**config.mk**
```make
export PLATFORM = sky130hd
export DESIGN_NAME = kbx_translator
export DESIGN_NICKNAME = d
export VERILOG_FILES = /design/src/rtl/kbx_pkg.sv /design/src/rtl/kbx_map.sv /design/src/rtl/kbx_filter.sv /design/src/rtl/kbx_fifo.sv /design/src/rtl/kbx_out.sv /design/src/rtl/kbx_translator.sv
export SDC_FILE = /design/constraint.sdc
export NUM_CORES = 1
export LEC_CHECK = 0
export ABC_AREA = 1
export BUFFER_PORTS_ARGS = -buffer_cell sky130_fd_sc_hd__buf_2
export CELL_PAD_IN_SITES_DETAIL_PLACEMENT = 1
export CELL_PAD_IN_SITES_GLOBAL_PLACEMENT = 1
export CORE_MARGIN = 10
export CORE_UTILIZATION = 43
export DETAILED_ROUTE_END_ITERATION = 12
export PLACE_DENSITY_LB_ADDON = 0.1
export SLEW_MARGIN = 5
export SYNTH_ARGS = -nofsm -noshare
export SYNTH_HDL_FRONTEND = slang
export SYNTH_SLANG_ARGS = --single-unit
export TNS_END_PERCENT = 5
```
**constraint.sdc**
```tcl
create_clock -name clk -period 3.07 [get_ports clk]
set_clock_uncertainty 0.05 [all_clocks]
set_input_delay 0.4605 -clock clk [delete_from_list [all_inputs] [get_ports clk]]
set_output_delay 0.4605 -clock clk [all_outputs]
set_load 0.02 [all_outputs]
```
**src/rtl/kbx_pkg.sv**
```systemverilog
package kbx_pkg;
    localparam int IN_W  = 8;
    localparam int OUT_W = 7;
    localparam int ID_W  = 4;

    typedef struct packed {
        logic             valid;
        logic             has_brk;
        logic [OUT_W-1:0] mk;
        logic [OUT_W-1:0] bk;
    } kbx_ent_t;

    typedef struct packed {
        logic             make;
        logic [OUT_W-1:0] code;
    } kbx_out_t;

    typedef enum logic [1:0] {O_IDLE, O_SHOW, O_GAP} kbx_ost_t;
    typedef enum logic {F_ALT_UP, F_ALT_DOWN} kbx_fst_t;

    function automatic kbx_ent_t kbx_entry(input logic [OUT_W-1:0] k,
                                           input logic [OUT_W-1:0] alt);
        kbx_ent_t e;
        e.valid   = (k != '0) && (k[6:4] != 3'b111);
        e.has_brk = e.valid && ((k[6:5] == 2'b01) || (k == alt));
        e.mk      = k ^ 7'h55;
        e.bk      = k ^ 7'h2A;
        return e;
    endfunction
endpackage

```
**src/rtl/kbx_map.sv**
```systemverilog
module kbx_map #(
    parameter logic [kbx_pkg::OUT_W-1:0] ALT_IDX = 7'h11
) (
    input  logic [kbx_pkg::OUT_W-1:0] key,
    output kbx_pkg::kbx_ent_t         ent
);
    localparam int ROWS = 1 << kbx_pkg::OUT_W;

    kbx_pkg::kbx_ent_t tbl [ROWS];

    for (genvar g = 0; g < ROWS; g++) begin : g_row
        assign tbl[g] = kbx_pkg::kbx_entry(kbx_pkg::OUT_W'(g), ALT_IDX);
    end

    assign ent = tbl[key];
endmodule

```
**src/rtl/kbx_filter.sv**
```systemverilog
module kbx_filter #(
    parameter logic [kbx_pkg::IN_W-1:0] ALT_KEY   = 8'h11,
    parameter logic [kbx_pkg::IN_W-1:0] ENTER_KEY = 8'h5A
) (
    input  logic                      clk,
    input  logic                      rst,
    input  logic                      acc,
    input  logic [kbx_pkg::IN_W-1:0]  code,
    input  logic                      make,
    input  kbx_pkg::kbx_ent_t         ent,
    output logic                      push,
    output kbx_pkg::kbx_out_t         out
);
    import kbx_pkg::*;

    kbx_fst_t fst, fst_n;
    logic     blk, blk_n;
    logic     known, is_alt, is_ent;

    assign known  = !code[IN_W-1] && ent.valid;
    assign is_alt = (code == ALT_KEY);
    assign is_ent = (code == ENTER_KEY);

    always_ff @(posedge clk) begin
        if (rst) begin
            fst <= F_ALT_UP;
            blk <= 1'b0;
        end else begin
            fst <= fst_n;
            blk <= blk_n;
        end
    end

    always_comb begin
        fst_n    = fst;
        blk_n    = blk;
        push     = 1'b0;
        out.make = make;
        out.code = ent.mk;
        if (acc && known) begin
            if (is_alt) begin
                blk_n = 1'b0;
                unique case (fst)
                    F_ALT_UP: if (make) begin
                        push  = 1'b1;
                        fst_n = F_ALT_DOWN;
                    end
                    F_ALT_DOWN: if (!make) begin
                        push     = 1'b1;
                        out.code = ent.bk;
                        fst_n    = F_ALT_UP;
                    end
                endcase
            end else if (is_ent) begin
                if (make) begin
                    push  = !blk;
                    blk_n = 1'b1;
                end
            end else begin
                blk_n = 1'b0;
                if (make) begin
                    push = 1'b1;
                end else if (ent.has_brk) begin
                    push     = 1'b1;
                    out.code = ent.bk;
                end
            end
        end
    end
endmodule

```
**src/rtl/kbx_fifo.sv**
```systemverilog
module kbx_fifo #(
    parameter int DEPTH = 4,
    parameter int W     = 8
) (
    input  logic         clk,
    input  logic         rst,
    input  logic         push,
    input  logic [W-1:0] wr_data,
    input  logic         pop,
    output logic [W-1:0] rd_data,
    output logic         empty,
    output logic         full
);
    localparam int AW = (DEPTH > 1) ? $clog2(DEPTH) : 1;
    localparam int CW = AW + 1;

    logic [W-1:0]  mem [DEPTH];
    logic [AW-1:0] wp, rp;
    logic [CW-1:0] cnt;

    assign empty   = (cnt == '0);
    assign full    = (cnt == CW'(DEPTH));
    assign rd_data = mem[rp];

    always_ff @(posedge clk) begin
        if (push) mem[wp] <= wr_data;
    end

    always_ff @(posedge clk) begin
        if (rst) begin
            wp  <= '0;
            rp  <= '0;
            cnt <= '0;
        end else begin
            if (push) wp <= (wp == AW'(DEPTH - 1)) ? '0 : wp + 1'b1;
            if (pop)  rp <= (rp == AW'(DEPTH - 1)) ? '0 : rp + 1'b1;
            cnt <= cnt + CW'(push) - CW'(pop);
        end
    end

    AST_FIFO_NO_OVERFLOW: assert property (@(posedge clk) disable iff (rst)
        push |-> !full);
    AST_FIFO_NO_UNDERFLOW: assert property (@(posedge clk) disable iff (rst)
        pop |-> !empty);
endmodule

```
**src/rtl/kbx_out.sv**
```systemverilog
module kbx_out (
    input  logic                      clk,
    input  logic                      rst,
    input  logic                      empty,
    input  kbx_pkg::kbx_out_t         head,
    input  logic                      kb_ack,
    output logic                      pop,
    output logic [kbx_pkg::OUT_W-1:0] kb_code,
    output logic                      kb_make,
    output logic                      kb_avail
);
    import kbx_pkg::*;

    kbx_ost_t st, st_n;
    kbx_out_t hold;

    always_ff @(posedge clk) begin
        if (rst) st <= O_IDLE;
        else     st <= st_n;
    end

    always_comb begin
        st_n = st;
        unique case (st)
            O_IDLE:  if (!empty && !kb_ack) st_n = O_SHOW;
            O_SHOW:  if (kb_ack)            st_n = O_GAP;
            O_GAP:   if (!kb_ack)           st_n = O_IDLE;
            default:                        st_n = O_IDLE;
        endcase
    end

    assign pop = (st == O_IDLE) && !empty && !kb_ack;

    always_ff @(posedge clk) begin
        if (rst)      hold <= '0;
        else if (pop) hold <= head;
    end

    always_comb begin
        kb_avail = (st == O_SHOW);
        kb_code  = hold.code;
        kb_make  = hold.make;
    end

    AST_HOLD_UNTIL_ACK: assert property (@(posedge clk) disable iff (rst)
        kb_avail && !kb_ack |=> kb_avail && $stable(kb_code) && $stable(kb_make));
    AST_DROP_AFTER_ACK: assert property (@(posedge clk) disable iff (rst)
        kb_avail && kb_ack |=> !kb_avail);
    AST_WAIT_ACK_LOW: assert property (@(posedge clk) disable iff (rst)
        !kb_avail && kb_ack |=> !kb_avail);
endmodule

```
**src/rtl/kbx_translator.sv**
```systemverilog
module kbx_translator #(
    parameter int                          FIFO_DEPTH = 4,
    parameter logic [kbx_pkg::IN_W-1:0]    ALT_KEY    = 8'h11,
    parameter logic [kbx_pkg::IN_W-1:0]    ENTER_KEY  = 8'h5A,
    parameter logic [kbx_pkg::ID_W-1:0]    IDENT      = 4'b1010
) (
    input  logic                      clk,
    input  logic                      rst,
    input  logic                      ev_valid,
    output logic                      ev_ready,
    input  logic [kbx_pkg::IN_W-1:0]  ev_code,
    input  logic                      ev_make,
    output logic [kbx_pkg::OUT_W-1:0] kb_code,
    output logic                      kb_make,
    output logic                      kb_avail,
    input  logic                      kb_ack,
    output logic [kbx_pkg::ID_W-1:0]  kb_ident
);
    import kbx_pkg::*;

    localparam int QW = $bits(kbx_out_t);

    kbx_ent_t ent;
    kbx_out_t f_out, q_head;
    logic     acc, push, pop, empty, full;

    assign kb_ident = IDENT;
    assign ev_ready = !full;
    assign acc      = ev_valid && ev_ready;

    kbx_map #(.ALT_IDX(ALT_KEY[OUT_W-1:0])) u_map (
        .key (ev_code[OUT_W-1:0]),
        .ent (ent)
    );

    kbx_filter #(.ALT_KEY(ALT_KEY), .ENTER_KEY(ENTER_KEY)) u_filter (
        .clk  (clk),
        .rst  (rst),
        .acc  (acc),
        .code (ev_code),
        .make (ev_make),
        .ent  (ent),
        .push (push),
        .out  (f_out)
    );

    kbx_fifo #(.DEPTH(FIFO_DEPTH), .W(QW)) u_fifo (
        .clk     (clk),
        .rst     (rst),
        .push    (push),
        .wr_data (f_out),
        .pop     (pop),
        .rd_data (q_head),
        .empty   (empty),
        .full    (full)
    );

    kbx_out u_out (
        .clk      (clk),
        .rst      (rst),
        .empty    (empty),
        .head     (q_head),
        .kb_ack   (kb_ack),
        .pop      (pop),
        .kb_code  (kb_code),
        .kb_make  (kb_make),
        .kb_avail (kb_avail)
    );
endmodule

```
# Word level (Yosys, flattened, before mapping)
# Memory sizes are Yosys's and may differ from the RTL's. A register that Yosys moved wholly into a read port is not among the register bits.
# Cells that the tools add are included.
word_totals:
  rom_bits: 2048
  mem_count: 2
  ff_bits: 11
  wordCells: 71
  ramBits: 32
  out_inout_bits: 14
mem_list:
  columns: ["name", "depth", "word_bits", "read_ports", "rd_ports_with_merged_regs", "wr", "line", "source"]
  rows:
  - ["(no name shown)", 128, 16, 1, 0, 0, "kbx_map.sv:15", "assign ent = tbl[key];"]
  - ["u_fifo.mem", 4, 8, 1, 1, 1, "kbx_fifo.sv:17", "logic [W-1:0] mem [DEPTH];"]
classes:
  n_eq_ne: 11
  add_sub_neg: 4
  n_reduce_logical: 16
  n_mux: 29
  bitwise_logic: 2
  order_cmp: 1
ops:
  columns: ["op", "count"]
  rows:
  - ["$mux W7", 7]
  - ["$mux W16", 2]
  - ["$mux W1", 13]
  - ["$mux W2", 5]
  - ["$eq A8 B5 Y1 const B", 1]
  - ["$eq A8 B7 Y1 const B", 1]
  - ["$ge A8 B8 Y1 const B", 1]
  - ["$not A7 Y8", 1]
  - ["$eq A2 B2 Y1 const B", 3]
  - ["$logic_and A1 B1 Y1", 6]
  - ["$pmux W2 S3", 1]
  - ["$logic_not A1 Y1", 5]
  - ["$add A2 B1 Y2 const B", 2]
  - ["$ne A2 B1 Y1 const B", 2]
  - ["$reduce_and A2 Y1", 2]
  - ["$add A3 B1 Y3", 1]
  - ["$eq A3 B3 Y1 const B", 1]
  - ["$logic_not A3 Y1", 1]
  - ["$ne A3 B2 Y1 const B", 1]
  - ["$reduce_and A3 Y1", 1]
  - ["$sub A3 B1 Y3", 1]
  - ["$eq A2 B1 Y1 const B", 1]
  - ["$logic_not A2 Y1", 1]
  - ["$ne A2 B2 Y1 const B", 1]
  - ["other kinds (2)", 2]

# Depth between registers and ports, before layout
logic_depth:
  word_depth: 11
  mapped_depth: 16
  depth_no_buf: 16

# By module
# A second synthesis with hierarchy kept.
hier_totals:
  hier_cells: 318
  hier_area_um2: 2790.2
modules_own_cells:
  columns: ["module", "area_per_inst_um2", "cells_per_inst", "instances"]
  rows:
  - ["kbx_fifo", 1747.9, 152, 1]
  - ["kbx_out", 474.2, 65, 1]
  - ["kbx_filter", 392.9, 68, 1]
  - ["kbx_map", 123.9, 24, 1]
  - ["kbx_translator", 51.3, 9, 1]

# Worst setup path before layout
# OpenSTA, ideal clock, no wires.
synth_timing:
  path_kind: "register -> register"
  start: "register u_fifo.cnt[1]"
  end: "register u_fifo.cnt[2]"
  stages_incl_launch_ff: 15
  arrival_time_ps: 2190
  n_path_buf: 0
  setup_ps: 70
  slack_ps: 761
  cell_sequence: "dfxtp_1 > inv_1 > nand3_1 > and2_1 > nand2_4 > nor2_4 > nand2_2 > ha_1 > inv_1 > ha_1 > inv_1 > fa_1 > inv_1 > o21ai_0 > a21oi_1"
synth_between:
  elab_chain_len: 7
  word_cells_on_any_way: 11
synth_lines:
  columns: ["element", "line", "source"]
  rows:
  - ["start: declaration", "kbx_fifo.sv:19", "logic [CW-1:0] cnt;"]
  - ["start signal: assignment", "kbx_fifo.sv:37", "cnt <= cnt + CW'(push) - CW'(pop);"]
  - ["$eq A3 B3 Y1", "kbx_fifo.sv:22", "assign full = (cnt == CW'(DEPTH));"]
  - ["$logic_not A1 Y1", "kbx_translator.sv:28", "assign ev_ready = !full;"]
  - ["net ev_ready", "kbx_translator.sv:10", "output logic ev_ready,"]
  - ["$logic_and A1 B1 Y1", "kbx_translator.sv:29", "assign acc = ev_valid && ev_ready;"]
  - ["$logic_and A1 B1 Y1", "kbx_filter.sv:40", "if (acc && known) begin"]
  - ["$mux W1", "kbx_filter.sv:40", null]
  - ["$add A3 B1 Y3", "kbx_fifo.sv:37", null]
  - ["$sub A3 B1 Y3", "kbx_fifo.sv:37", null]
# The timed path passes the listed nets, and every way through them passes these cells.
# A chain may end at the register's enable or synchronous reset.

# Worst setup path after layout
layout_timing:
  start: "register u_fifo.cnt[1]"
  end: "register u_fifo.cnt[2]"
layout_between:
  elab_chain_len: 7
  word_cells_on_any_way: 11
layout_lines:
  columns: ["element", "line"]
  rows:
  - ["$eq A3 B3 Y1", "kbx_fifo.sv:22"]
  - ["$logic_not A1 Y1", "kbx_translator.sv:28"]
  - ["$logic_and A1 B1 Y1", "kbx_translator.sv:29"]
  - ["$logic_and A1 B1 Y1", "kbx_filter.sv:40"]
  - ["$mux W1", "kbx_filter.sv:40"]
  - ["$add A3 B1 Y3", "kbx_fifo.sv:37"]
  - ["$sub A3 B1 Y3 (*)", "kbx_fifo.sv:37"]
# Mark *: on every way between the ends. The rest lies on a longest branch, timed or not.

==> impl_metrics.toml <==
[setup_path]
worstSetupPathType = "reg2reg"
critPathArrivalTime_ns = 2.60
critPathMaxFanout = 5
cp.required_ns = 3.26
start_kind = "flip-flop"
setup.worst_path.end_class = "flip-flop"

[sta]
setup_viol = 0
min_period_ns = 2.42
fin_crit_sh = 0.787
slew_violations = 0
hold_viol = 0
setup_tns_ns = 0
rsz0062_at_grt = "false"
fmax_ghz = 0.414
layout_setup_ws_ns = 0.653
whs_ns = 0.347

[grt]
grtUsageTotal = 0.117
grt_max_degree = 20
grt_antenna_before_repair = 0
grt_pass1_wl_um = 9380
grt_pass1_vias = 2017
overflow = 0

[power]
peakVddDrop_mv = 0.265
leakage_nw = 1.18
switching_share = 0.353
power_frac_comb = 0.328
power.internal_mw = 1.24
p_sw_mw = 0.676
seq_power_share = 0.459
total_power_mw = 1.92
power.share.clock = 0.213
powerDensity_nw_per_um2 = 679

[place]
post-place-ws_ns = 0.428
dp_hpwl_um = 4130
place_congestion = 0.838
dpl_cell_area_um2 = 2720
port_buffers = 22
place_inst = 370

[clocking]
cts_setup_buffers = 0
cts_buffers = 5
ctsHoldBuffers = 0
clkTransAtPathRegs_ns = 0.09
cts.repair.resized = 0
h-tree-depth = 2
cts_root_buffer = "clkbuf_8"
numClockSinks = 51
cts_tree = "yes"
clk_latency_ns = 0.30
cts_max_path_buffers = 2

[routing]
viasPerCell = 4.96
drc = 0
dr.first_iter.drc_count = 50
wl_per_cell_um = 14.3
ant_nets = 0
first_pass_iters = 4
postRouteWirelength_um = 5420
via_count = 1875

[logic_synthesis]
seq_area_frac_synth = 0.530
synth-seq-cells = 51
ys.flop_type = "edfxtp_1"
syn_area_um2 = 2530
synthCells = 278
synth.avg_cell_area_um2 = 9.10
synth_cell_types = 32
yosysWarnings = 0
synth_edf_count = 32
async_flop_share = 0

[floorplanning]
dieArea_um2 = 9360
core_um2 = 5610
ioPinCount = 27
start_util = 0.451
num_rows = 27
die_y_um = 96.7
die_x_um = 96.7

[layout]
final_cells = 378
fin_nets = 326
final_util = 0.503
drive_above_1_share = 0.196
final_cell_area_um2 = 2820
final.fill_count = 702
insertedDiodeCount = 0
area_growth_pct = 11.4

[flow_run]
cap_viol_max_count = 0

[worst_hold_path]
hp-class = "in2reg"

[run_status]
status = "finished, final reports clean"
-- final timing paths --
kind	start	endpoint	slack [ns]	depth (start not counted)
worst min-delay path	rst	u_fifo.cnt[1]$_SDFF_PP0_	0.35	2
worst max register to register	u_fifo.cnt[1]$_SDFF_PP0_	u_fifo.cnt[2]$_SDFF_PP0_	0.65	14
worst max-delay path	u_fifo.cnt[1]$_SDFF_PP0_	u_fifo.cnt[2]$_SDFF_PP0_	0.65	14
worst min register to register	u_filter.blk$_SDFFE_PP0P_	u_filter.blk$_SDFFE_PP0P_	0.40	2
-- power by group through the flow --
stage | logic [mW] | clock network (mW) | registers (mW)
after floorplan | 0.414 | 0 | 0.931
after global placement | 0.631 | 0 | 0.893
after detailed placement | 0.640 | 0 | 0.898
after CTS | 0.643 | 0.419 | 0.882
after global routing | 0.729 | 0.448 | 0.895
final | 0.628 | 0.409 | 0.880
-- critical path: stages, from the launching register on --
cell and delay, ns:
dfxtp_1 0.42, inv_1 0.08, nand3_1 0.08, and2_1 0.21, nand2_4 0.10, nor2_4 0.13
nand2_2 0.10, ha_1 0.29, inv_1 0.06, ha_1 0.14, inv_1 0.05, fa_1 0.35
inv_1 0.07, o21ai_0 0.08, a21oi_1 0.13
-- cell usage after synthesis, types with 2 or more instances --
library cell | instances | area share
nand3_1 | 13 | 0.026
nand3_4 | 2 | 0.014
buf_2 | 3 | 0.0059
inv_2 | 5 | 0.0074
a21oi_1 | 10 | 0.020
nand2_2 | 6 | 0.015
nor2_1 | 53 | 0.079
clkbuf_1 | 2 | 0.0030
nand2_1 | 33 | 0.049
edfxtp_1 | 32 | 0.38
nand4_1 | 5 | 0.012
o21ai_0 | 28 | 0.055
conb_1 | 2 | 0.0030
ha_1 | 7 | 0.035
o22ai_1 | 8 | 0.020
buf_4 | 4 | 0.012
nor2_4 | 4 | 0.018
inv_1 | 26 | 0.039
nand2_4 | 3 | 0.013
nand3_2 | 2 | 0.0079
dfxtp_1 | 19 | 0.15
-- cells in the final DEF (no fill, tap or decap), drive strengths merged --
cell type  count
nor3           1
clkbuf         8
nand4          5
edfxtp        32
nand3         17
a21oi         10
o21bai         1
dfxtp         19
and2           1
nor2          57
clkinv         1
o21ai         30
o31ai          1
conb           4
fa             1
ha             7
xnor2          1
inv           32
o22ai          8
nand2         42
buf           28
-- logic make-up after synthesis --
group | count (synthesis) | share of synthesized area
flip-flops | 51 | 0.530
buffers and inverters | 43 | 0.0771
XOR/XNOR | 1 | 0.00346
AND/OR/NAND/NOR | 123 | 0.238
other | 2 | 0.00297
AO/OA/AOI/OAI | 50 | 0.106
adder cells (fa/ha/maj) | 8 | 0.0425
-- routing by layer --
layer	up-vias	share of wire	GRT usage
li1	964	-	-
met1	876	0.47	0.139
met2	29	0.48	0.201
met3	6	0.049	0.0326
met4	0	0.011	0.0327
met5	-	0	0
-- final cells by class --
class                   instances  area, um2  area share
flip-flops and latches         51       1340       0.476
multi-input cells             186       1000       0.355
repair buffers                 28        155      0.0550
inverters                      33        131      0.0466
clock buffers                   8        100      0.0355
well taps                      72       90.1      0.0319
-- registers in the layout (all words and copies together) (netlist names) --
| signal | cells |
|---|---|
| u_out.kb_make | 1 |
| u_fifo.cnt | 3 |
| u_out.st | 2 |
| u_out.kb_code | 7 |
| u_fifo.wp | 2 |
| u_fifo.rp | 2 |
| u_filter.blk | 1 |
| u_fifo.mem | 32 |
| u_filter.fst | 1 |
Power figures use the tool's default switching activity.
